**src/rtl/bgm_pkg.sv**
```systemverilog
package bgm_pkg;
    localparam int SLICE_W = 2;

    typedef enum logic [1:0] {
        PREC_8  = 2'd0,
        PREC_4  = 2'd1,
        PREC_2  = 2'd2,
        PREC_2X = 2'd3
    } prec_e;

    typedef enum logic [1:0] {
        ACT_HOLD,
        ACT_ADD,
        ACT_CLEAR
    } acc_act_e;
endpackage

```
**src/rtl/bgm_route.sv**
```systemverilog
module bgm_route
    import bgm_pkg::*;
#(
    parameter int GRID = 4,
    parameter int UIDX = 0,
    parameter int SH_W = 4
) (
    input  prec_e                              mode_i,
    input  logic [GRID*GRID*SLICE_W-1:0]       act_i,
    input  logic [GRID*GRID*SLICE_W-1:0]       wgt_i,
    output logic [SLICE_W-1:0]                 a_sl_o,
    output logic [SLICE_W-1:0]                 w_sl_o,
    output logic [SH_W-1:0]                    sh_o
);
    localparam int HALF = GRID / 2;
    localparam int SUB  = HALF * HALF;
    // full-width placement
    localparam int F_I  = UIDX / GRID;
    localparam int F_J  = UIDX % GRID;
    localparam int A8   = F_I * SLICE_W;
    localparam int W8   = F_J * SLICE_W;
    localparam int SH8  = (F_I + F_J) * SLICE_W;
    // half-width placement
    localparam int H_K  = UIDX / SUB;
    localparam int H_I  = (UIDX % SUB) / HALF;
    localparam int H_J  = UIDX % HALF;
    localparam int A4   = (H_K * HALF + H_I) * SLICE_W;
    localparam int W4   = (H_K * HALF + H_J) * SLICE_W;
    localparam int SH4  = (H_I + H_J) * SLICE_W;
    // slice-width placement
    localparam int A2   = UIDX * SLICE_W;

    always_comb begin
        unique case (mode_i)
            PREC_8: begin
                a_sl_o = act_i[A8 +: SLICE_W];
                w_sl_o = wgt_i[W8 +: SLICE_W];
                sh_o   = SH_W'(SH8);
            end
            PREC_4: begin
                a_sl_o = act_i[A4 +: SLICE_W];
                w_sl_o = wgt_i[W4 +: SLICE_W];
                sh_o   = SH_W'(SH4);
            end
            PREC_2, PREC_2X: begin
                a_sl_o = act_i[A2 +: SLICE_W];
                w_sl_o = wgt_i[A2 +: SLICE_W];
                sh_o   = '0;
            end
        endcase
    end
endmodule

```
**src/rtl/bgm_mul2.sv**
```systemverilog
module bgm_mul2 #(
    parameter int SW = 2
) (
    input  logic [SW-1:0]   a_i,
    input  logic [SW-1:0]   b_i,
    output logic [2*SW-1:0] p_o
);
    assign p_o = {{SW{1'b0}}, a_i} * {{SW{1'b0}}, b_i};
endmodule

```
**src/rtl/bgm_tree.sv**
```systemverilog
module bgm_tree #(
    parameter int UNITS = 16,
    parameter int PW    = 4,
    parameter int SH_W  = 4,
    parameter int SUM_W = 16
) (
    input  logic                       clk,
    input  logic                       rst_n,
    input  logic                       vld_i,
    input  logic [UNITS-1:0][PW-1:0]   prod_i,
    input  logic [UNITS-1:0][SH_W-1:0] sh_i,
    output logic [SUM_W-1:0]           sum_o,
    output logic                       vld_o
);
    logic [SUM_W-1:0] sum_d;

    always_comb begin
        sum_d = '0;
        for (int u = 0; u < UNITS; u++) begin
            sum_d = sum_d + (SUM_W'(prod_i[u]) << sh_i[u]);
        end
    end

    always_ff @(posedge clk) begin
        if (!rst_n) begin
            sum_o <= '0;
            vld_o <= 1'b0;
        end else begin
            vld_o <= vld_i;
            if (vld_i) sum_o <= sum_d;
        end
    end
endmodule

```
**src/rtl/bgm_acc.sv**
```systemverilog
module bgm_acc
    import bgm_pkg::*;
#(
    parameter int SUM_W = 16,
    parameter int ACC_W = 32
) (
    input  logic             clk,
    input  logic             rst_n,
    input  logic             clr_i,
    input  logic             add_vld_i,
    input  logic [SUM_W-1:0] add_i,
    output logic [ACC_W-1:0] acc_o
);
    acc_act_e         act;
    logic [ACC_W-1:0] acc_d;

    always_comb begin
        if (clr_i)          act = ACT_CLEAR;
        else if (add_vld_i) act = ACT_ADD;
        else                act = ACT_HOLD;
    end

    always_comb begin
        unique case (act)
            ACT_CLEAR: acc_d = '0;
            ACT_ADD:   acc_d = acc_o + ACC_W'(add_i);
            default:   acc_d = acc_o;
        endcase
    end

    always_ff @(posedge clk) begin
        if (!rst_n) acc_o <= '0;
        else        acc_o <= acc_d;
    end
endmodule

```
**src/rtl/prec_mac.sv**
```systemverilog
module prec_mac
    import bgm_pkg::*;
#(
    parameter int GRID  = 4,
    parameter int ACC_W = 32
) (
    input  logic                          clk,
    input  logic                          rst_n,
    input  logic [1:0]                    mode_i,
    input  logic [GRID*GRID*SLICE_W-1:0]  act_i,
    input  logic [GRID*GRID*SLICE_W-1:0]  wgt_i,
    input  logic                          vld_i,
    input  logic                          clr_i,
    output logic [ACC_W-1:0]              acc_o
);
    localparam int UNITS = GRID * GRID;
    localparam int PW    = 2 * SLICE_W;
    localparam int SH_W  = $clog2(2 * (GRID - 1) * SLICE_W + 1);
    localparam int SUM_W = 2 * GRID * SLICE_W;

    prec_e                       mode;
    logic [UNITS-1:0][PW-1:0]    prod;
    logic [UNITS-1:0][SH_W-1:0]  sh;
    logic [SUM_W-1:0]            tree_sum;
    logic                        tree_vld;

    assign mode = prec_e'(mode_i);

    for (genvar u = 0; u < UNITS; u++) begin : g_unit
        logic [SLICE_W-1:0] a_sl;
        logic [SLICE_W-1:0] w_sl;

        bgm_route #(.GRID(GRID), .UIDX(u), .SH_W(SH_W)) i_route (
            .mode_i (mode),
            .act_i  (act_i),
            .wgt_i  (wgt_i),
            .a_sl_o (a_sl),
            .w_sl_o (w_sl),
            .sh_o   (sh[u])
        );

        bgm_mul2 #(.SW(SLICE_W)) i_mul (
            .a_i (a_sl),
            .b_i (w_sl),
            .p_o (prod[u])
        );
    end

    bgm_tree #(.UNITS(UNITS), .PW(PW), .SH_W(SH_W), .SUM_W(SUM_W)) i_tree (
        .clk    (clk),
        .rst_n  (rst_n),
        .vld_i  (vld_i),
        .prod_i (prod),
        .sh_i   (sh),
        .sum_o  (tree_sum),
        .vld_o  (tree_vld)
    );

    bgm_acc #(.SUM_W(SUM_W), .ACC_W(ACC_W)) i_acc (
        .clk       (clk),
        .rst_n     (rst_n),
        .clr_i     (clr_i),
        .add_vld_i (tree_vld),
        .add_i     (tree_sum),
        .acc_o     (acc_o)
    );
endmodule

```
**config.mk**
```make
export PLATFORM = sky130hd
export DESIGN_NAME = prec_mac
export DESIGN_NICKNAME = d
export VERILOG_FILES = /design/src/rtl/bgm_pkg.sv /design/src/rtl/bgm_route.sv /design/src/rtl/bgm_mul2.sv /design/src/rtl/bgm_tree.sv /design/src/rtl/bgm_acc.sv /design/src/rtl/prec_mac.sv
export SDC_FILE = /design/constraint.sdc
export NUM_CORES = 1
export LEC_CHECK = 0
export CAP_MARGIN = 30
export CORE_MARGIN = 2
export CORE_UTILIZATION = 49
export CTS_CLUSTER_SIZE = 30
export DETAILED_ROUTE_END_ITERATION = 16
export GPL_ROUTABILITY_DRIVEN = 0
export GPL_TIMING_DRIVEN = 0
export HOLD_SLACK_MARGIN = 0.15
export PLACE_DENSITY = 0.71
export SYNTH_ARGS = -nofsm -noshare
export SYNTH_HDL_FRONTEND = slang
export SYNTH_SLANG_ARGS = --single-unit
```
**constraint.sdc**
```tcl
create_clock -name clk -period 11.8 [get_ports clk]
set_input_delay 2.36 -clock clk [delete_from_list [all_inputs] [get_ports clk]]
set_output_delay 2.36 -clock clk [all_outputs]
set_load 0.02 [all_outputs]
```
Word-level counts from Yosys, hierarchy flattened
Cells that the tools add are included.

Register bits after elaboration: 49. Input port bits: 70.

Add/sub/neg operators: 16. $mul: 16. Eq/ne operators: 5. Shift operators: 16. Muxes and demuxes: 48. Reductions and logical operators: 7.

Operator list (count): << shifter 4 x 4 -> 16 bit (16); adder 16 bit (15); one-hot mux 2 bit (3 select lines) (24); one-hot mux 4 bit (3 select lines) (8); multiplier 2 x 2 -> 4 bit (16); one-hot mux 32 bit (2 select lines) (1); adder 32 x 16 -> 32 bit (1); one-hot mux 4 bit (2 select lines) (4); one-hot mux 2 bit (2 select lines) (5); 2-to-1 mux 2 bit (4); == test 2 bit (second input constant) (3); OR reduction 3 bit (2); == test 2 x 1 -> 1 bit (second input constant) (2); 2-to-1 mux 4 bit (1); OR reduction 2 bit (2); OR reduction 4 bit (1); zero test 2 bit (1); nonzero test 2 bit (1); 2-to-1 mux 1 bit (1).

Logic depth before layout (Yosys ltp)
Gate-level depths: netlist of run 1.

Depth after elaboration: 20. Depth in mapped cells: 31.

Cells and area by module
From an unflattened synthesis of run 1, not the netlist that was laid out.

Cell total of the unflattened synthesis: 1873. Area total of the unflattened synthesis: 15006.9 um2.

By module, submodules not included: bgm_tree (times used 1, cells each 1250, area each 10258.6 um2); bgm_acc (times used 1, cells each 264, area each 2207.1 um2); bgm_mul2 (times used 16, cells each 6, area each 50.0 um2); bgm_route (g_unit[10].i_route ...) (times used 4, cells each 19, area each 120.1 um2); bgm_route (g_unit[12].i_route ...) (times used 3, cells each 19, area each 121.4 um2); bgm_route (g_unit[14].i_route ...) (times used 3, cells each 19, area each 117.6 um2); bgm_route (g_unit[7].i_route) (times used 1, cells each 14, area each 107.6 um2); bgm_route (g_unit[6].i_route) (times used 1, cells each 14, area each 105.1 um2); bgm_route (g_unit[2].i_route) (times used 1, cells each 13, area each 103.8 um2); bgm_route (g_unit[3].i_route) (times used 1, cells each 14, area each 95.1 um2); bgm_route (g_unit[1].i_route) (times used 1, cells each 9, area each 67.6 um2); bgm_route (g_unit[0].i_route) (times used 1, cells each 9, area each 63.8 um2).

Worst setup path before layout of run 1
OpenSTA, ideal clock, no wires.

Path kind: input-to-reg. Start point: input mode_i[0]. End point: register i_tree.sum_o[15]. Library setup time: 91 ps. Data arrival time: 9133 ps. Required time: 11709 ps. Slack: 2575 ps. Stages on the path: 27. Cells stage by stage: clkbuf_1 > buf_1 > clkbuf_1 > o21ai_0 > a21oi_1 > a21oi_1 > ha_1 > ha_1 > a22o_1 > fa_1 > inv_1 > fa_1 > inv_1 > fa_1 > fa_1 > fa_1 > inv_1 > fa_1 > inv_1 > ha_1 > a211oi_1 > o21ai_1 > a31oi_1 > a22oi_1 > a41o_1 > o21ai_1 > nor4bb_1.

Longest elaborated chain between the ends: 20. Elaborated cells between the ends (all ways): 94. Those cells by class: 15 x add/sub; 15 x mul; 3 x eq/ne; 15 x shift; 41 x mux; 5 x reduce/logical.

Ends and longest elaborated chain: start: declaration (RTL line prec_mac.sv:9) `input logic [1:0] mode_i,`; == test 2 bit (tied with other cells) (RTL line bgm_route.sv:34) `unique case (mode_i)`; OR reduction 2 bit, on equally long branches; one-hot mux 2 bit (2 select lines) (RTL line bgm_route.sv:34); multiplier 2 x 2 -> 4 bit (RTL line bgm_mul2.sv:8) `assign p_o = {{SW{1'b0}}, a_i} * {{SW{1'b0}}, b_i};`; << shifter 4 x 4 -> 16 bit (RTL line bgm_tree.sv:20) `sum_d = sum_d + (SUM_W'(prod_i[u]) << sh_i[u]);`; adder 16 bit (14 in series) (RTL line bgm_tree.sv:20); adder 16 bit * (RTL line bgm_tree.sv:20); end signal: assignment (RTL line bgm_tree.sv:30) `if (vld_i) sum_o <= sum_d;`; end: declaration (RTL line bgm_tree.sv:12) `output logic [SUM_W-1:0] sum_o,`.

Every way passes the cells marked *; elsewhere a longest branch is shown, timed or not. The select of a mux whose other input is x is not followed. A chain may end at the register's enable or synchronous reset.

Worst setup path after layout of run 1
Ends and elaborated chain as after synthesis.

==> flow_metrics.tcl, run 1 <==
set metrics [dict create \
    clk_pin_slew_ns 0.07 \
    place_hpwl_um 22500 \
    port_buffers 99 \
    cts_made_buffers 5 \
    multi_input_area_um2 7730 \
    stdcell_area_um2 11000 \
    fin_nets 1587 \
    dieArea_um2 20400 \
    synth_cells 1154 \
    synth_edf_count 0 \
    yosysMostFrequentCell "inv_1" \
    clk-insertion-delay-late_ns 0.29 \
    rsz0062_at_grt "false" \
    power_density_nw_per_um2 155 \
    cts_resized 0 \
    worstSetupPathType "input port to flop" \
    grt_usage_pct 26.4 \
    drive_above_1_share_pct 2.26 \
    ir_drop_mv 0.108 \
    drt_pass1_iterations 5 \
    crit_required_ns 11.99 \
    ys_seq_elements 49 \
    cts_sinks 49 \
    cp_data_arrival_time_ns 11.01 \
    yosysTopAreaCellShare_pct 28.2 \
    seq_area_um2 981 \
    wl_per_cell_um 17.3 \
    synth-main-ff-cell "dfxtp_1" \
    vias 8538 \
    chipWidth_um 143 \
    hold_buffers 0 \
    yosysWarnings 0 \
    cts_max_level 2 \
    syn_area_um2 9460 \
    holdWs_ns 0.480 \
    slew_violations 0 \
    cts_tree "done" \
    core_um2 18800 \
    die_height_um 143 \
    root_buffer "clkbuf_16" \
    fin_cells 1541 \
    antennaDiodeCount 0 \
    status "completed" \
    dp.cells 1533 \
    io_pins 102 \
    setup_ws_ns 0.979 \
    hold_viol_final 0 \
    leakage_nw 5.22 \
    cp_slowest_cell "fa_1" \
    relSlewSlack_pct 47.3 \
    tns_ns 0 \
    cts.path.max_buffers 2 \
    grt_pass1_vias 8316 \
    critPathMaxFanout 10 \
    viasPerCell 5.54 \
    finalCriticalPeriod_ns 10.82 \
    cpPeakStageDelay_ns 0.60 \
    grt_max_degree 17 \
    worst_pin_slew_ns 0.791 \
    drc 0 \
    synth.top_cells.by_count "inv_1, fa_1, nand2_1" \
    cpMostUsedCell "fa_1" \
    finClkSkew_ns 0.0118 \
    grt_pass1_wl_um 42200 \
    syn2layout_area_growth_pct 16.4 \
    cts_setup_buffers 0 \
    crit_path_end_kind "flop" \
    synthTopCellsByArea "fa_1, ha_1, dfxtp_1, inv_1, a21oi_1" \
    drt_iter0_markers 765 \
    yosys.area.top_type "fa_1" \
    row_count 50 \
    antenna_left 0 \
    r2r_slack_ns 9.02 \
    fmax_mhz 92.4 \
    start_util_pct 50.2 \
    routed_wl_um 26600 \
    max_cap_viol_count 0 \
    hp-class "flop to flop" \
    synth.distinct_cells 63 \
    synth-seq-area-share_pct 10.4 \
    startpoint_type "input port" \
    setup_viol 0 \
    placement.cell_area_um2 10800 \
    fillers 1759 \
    post-place-ws_ns 0.878 \
    gr-total-overflow 0 \
    syn_area_per_cell_um2 8.20 \
    fin_crit_sh_pct 91.7 \
    synth_async_sr_flop_share_pct 0 \
    antenna_found_initial 1 \
]
## critical path, delay by kind of cell
family | cells | cell delay [ns]
AND/OR/NAND/NOR | 2 | 0.52
buffers and inverters | 8 | 2.03
AO/OA/AOI/OAI | 9 | 2.10
adder cells (fa/ha/maj) | 9 | 4.02
## sequential cells by signal, summed over array words and instances (netlist names)
| name | count |
|---|---|
| i_tree.vld_o | 1 |
| i_tree.sum_o | 16 |
| i_acc.acc_o | 32 |
## metrics by stage
step                      power, W  utilization [%]
after floorplan            0.00126                -
after global placement     0.00152             57.6
after detailed placement   0.00155             57.6
after CTS                  0.00172             58.4
after global routing       0.00194             58.4
final                      0.00171             58.4
## where the power goes
part,switching (W),internal (W)
clock,0.0000653,0.0000852
sequential,0.0000156,0.000190
combinational,0.000758,0.000594
## cell type report
cell class / instances / area share [%]
multi-input cells: 910 / 70.3
clock inverters: 2 / 0.148
clock buffers: 6 / 1.26
plain buffers: 47 / 1.71
well taps: 260 / 2.96
flip-flops and latches: 49 / 8.91
repair buffers: 99 / 9.01
inverters: 168 / 5.73
## worst paths after layout
| check | end | from | depth (start not counted) |
|---|---|---|---|
| worst max register to register | i_acc.acc_o[24] | i_acc.acc_o[0] | 9 |
| worst max-delay path | i_tree.sum_o[15] | mode_i[0] | 28 |
| worst min register to register | i_tree.sum_o[12] | i_tree.sum_o[12] | 2 |
| worst min-delay path | i_tree.sum_o[12] | i_tree.sum_o[12] | 2 |
## per-layer routing
layer | global-route usage (%) | share of wire (%) | up-vias
li1 | - | - | 4032
met1 | 35.5 | 41 | 4065
met2 | 42.9 | 46 | 394
met3 | 7.28 | 10 | 45
met4 | 5.52 | 1.9 | 2
met5 | 0 | 0.049 | -
## cells in the final DEF (no fill, tap or decap), drive strengths merged, types with 10 or more instances in the layout
cell / instances
nand2: 119
nor3: 15
inv: 166
clkbuf: 41
buf: 12
ha: 104
nor2b: 26
mux2i: 23
and3: 23
clkdlybuf4s50: 99
nor2: 101
nand3: 26
a211oi: 10
fa: 133
a21oi: 91
conb: 22
o21ai: 46
xnor2: 18
and2: 46
dfxtp: 49
## kinds of logic (layout without fill, tap and decap cells)
kind of cell | Yosys count | in the layout | synth area share [%]
buf+inv | 215 | 322 | 8.65
other cells | 2 | 22 | 0.0794
flops | 49 | 49 | 10.4
fa+ha+maj | 237 | 237 | 41.9
mux | 25 | 25 | 2.67
xor+xnor | 22 | 22 | 2.04
simple gates | 388 | 388 | 19.8
compound gates | 216 | 216 | 14.4
Power figures use the tool's default switching activity.
==> run 2: changes to the inputs <==
- CAP_MARGIN: 30 -> default
==> results of run 2 <==
Final layout, timing and power as in run 1 (identical DEF).
==> run 3: changes to the inputs <==
- CORE_UTILIZATION: 49 -> 35
- PLACE_DENSITY: 0.71 -> default
==> flow_metrics.tcl, run 3 (synthesis results as in run 1) <==
set metrics [dict create \
    slew_violations 0 \
    antenna_left 0 \
    crit_path_end_kind "flop" \
    share_comb_of_total_power_pct 77.7 \
    ir_drop_mv 0.144 \
    critPathMaxFanout 10 \
    cpMostUsedCell "fa_1" \
    syn2layout_area_growth_pct 17.8 \
    viasPerCell 5.23 \
    drt_iter0_markers 735 \
    root_buffer "clkbuf_16" \
    cpPeakStageDelay_ns 0.60 \
    reg_top3 "i_acc.acc_o (32), i_tree.sum_o (16), i_tree.vld_o (1)" \
    cts_setup_buffers 0 \
    status "completed" \
    p_clk_share_pct 10.5 \
    switching_share_pct 47.8 \
    grt_pass1_vias 8267 \
    power_density_nw_per_um2 156 \
    max_cap_viol_count 0 \
    pwr-share-seq_pct 11.8 \
    worst-path-buf-inv 8 \
    gr-total-overflow 0 \
    start_util_pct 35.4 \
    routed_wl_um 27400 \
    tns_ns 0 \
    startpoint_type "input port" \
    worst_pin_slew_ns 0.723 \
    chipWidth_um 168 \
    hold_buffers 0 \
    hp-class "flop to flop" \
    cp_top_family "adder cells" \
    vias 8481 \
    antennaDiodeCount 0 \
    cts_tree "done" \
    cts_resized 0 \
    dieArea_um2 28400 \
    worstSetupPathType "input port to flop" \
    hold_depth 2 \
    finClkSkew_ns 0.00853 \
    finalCriticalPeriod_ns 10.68 \
    io_pins 102 \
    place_hpwl_um 23600 \
    fin_crit_sh_pct 90.5 \
    setup_viol 0 \
    rsz0062_at_grt "false" \
    row_count 60 \
    grt_max_degree 16 \
    antenna_found_initial 0 \
    power_w 0.00174 \
    fin_nets 1587 \
    crit_required_ns 12.01 \
    regMostFlops "i_acc.acc_o" \
    switchingPower_w 0.000830 \
    hold_viol_final 0 \
    clk_pin_slew_ns 0.07 \
    die_height_um 168 \
    cts_max_level 2 \
    stdcell_area_um2 11100 \
    relSlewSlack_pct 51.8 \
    final_common_cell "inv_1" \
    port_buffers 99 \
    p_int_w 0.000906 \
    drt_pass1_iterations 7 \
    largest_reg_flops 32 \
    drc 0 \
    cts_made_buffers 5 \
    core_um2 26700 \
    leakage_nw 5.25 \
    fmax_mhz 93.7 \
    placement.cell_area_um2 11000 \
    drive_above_1_share_pct 2.26 \
    cts_sinks 49 \
    grt_pass1_wl_um 43200 \
    cp_slowest_cell "fa_1" \
    final_cell_mix "inv_1, fa_1, nand2_1, ha_1, nor2_1" \
    cp_data_arrival_time_ns 10.88 \
    worstRegToRegCells 9 \
    grt_usage_pct 19.2 \
    worstSetupPathDepth 29 \
    cts.path.max_buffers 2 \
    clk-insertion-delay-late_ns 0.29 \
    wl_per_cell_um 16.9 \
    fillers 2792 \
]
[run 3: cell count changes in the layout (fill, tap and decap cells not counted), sizes merged]
cell      previous run  this run
bufinv               0         2
clkinv               3         4
inv                166       165
clkbuf              41        40
clkinvlp             1         0
[run 3: cell type report]
cell class | count | area, um2 | share of cell area (%)
plain buffers | 47 | 188 | 1.68
clock buffers | 5 | 125 | 1.12
clock inverters | 3 | 65.1 | 0.584
inverters | 168 | 631 | 5.66
multi-input cells | 910 | 7730 | 69.4
flip-flops and latches | 49 | 981 | 8.81
well taps | 341 | 427 | 3.83
repair buffers | 99 | 991 | 8.89
[run 3: worst paths after layout]
check | slack (ns) | to | start
hold / removal | 0.48 | i_acc.acc_o[31] | i_acc.acc_o[31]
hold reg to reg | 0.48 | i_acc.acc_o[31] | i_acc.acc_o[31]
setup reg to reg | 9.09 | i_acc.acc_o[24] | i_acc.acc_o[0]
setup / recovery | 1.12 | i_tree.sum_o[15] | mode_i[0]
[run 3: through the flow]
stage          hold WS [ns]  setup WS [ns]  util (%)  cells
2_1_floorplan         0.444           2.58         -   1174
3_3_place_gp          0.456          0.939      41.0   1614
5_1_grt               0.514          0.734      41.7   1622
3_5_place_dp          0.476          0.949      41.0   1614
4_1_cts               0.485           1.24      41.7   1622
6_report              0.482           1.12      41.7   1622
[run 3: power groups by stage]
stage	combinational (W)	clock, W	sequential, W
3_5_place_dp	0.00136	0	0.000209
6_report	0.00135	0.000183	0.000205
4_1_cts	0.00137	0.000186	0.000205
5_1_grt	0.00155	0.000190	0.000207
2_1_floorplan	0.00106	0	0.000206
3_3_place_gp	0.00133	0	0.000208
[run 3: routing by layer]
layer	global-route usage, %	vias to the layer above	part of all wire (%)
met4	5.06	0	2.5
li1	-	4037	-
met2	30.7	367	45
met1	26.1	4015	43
met5	0	-	0
met3	4.54	62	9.0
[run 3: worst register-to-register path, stage by stage (launching register included)]
cell and delay (ns):
dfxtp_1 0.32, ha_1 0.22, fa_1 0.43, a211oi_1 0.41
nor4_1 0.10, nor2_1 0.33, o2bb2ai_4 0.13, a41o_1 0.36
nand4_1 0.15, mux2i_1 0.18
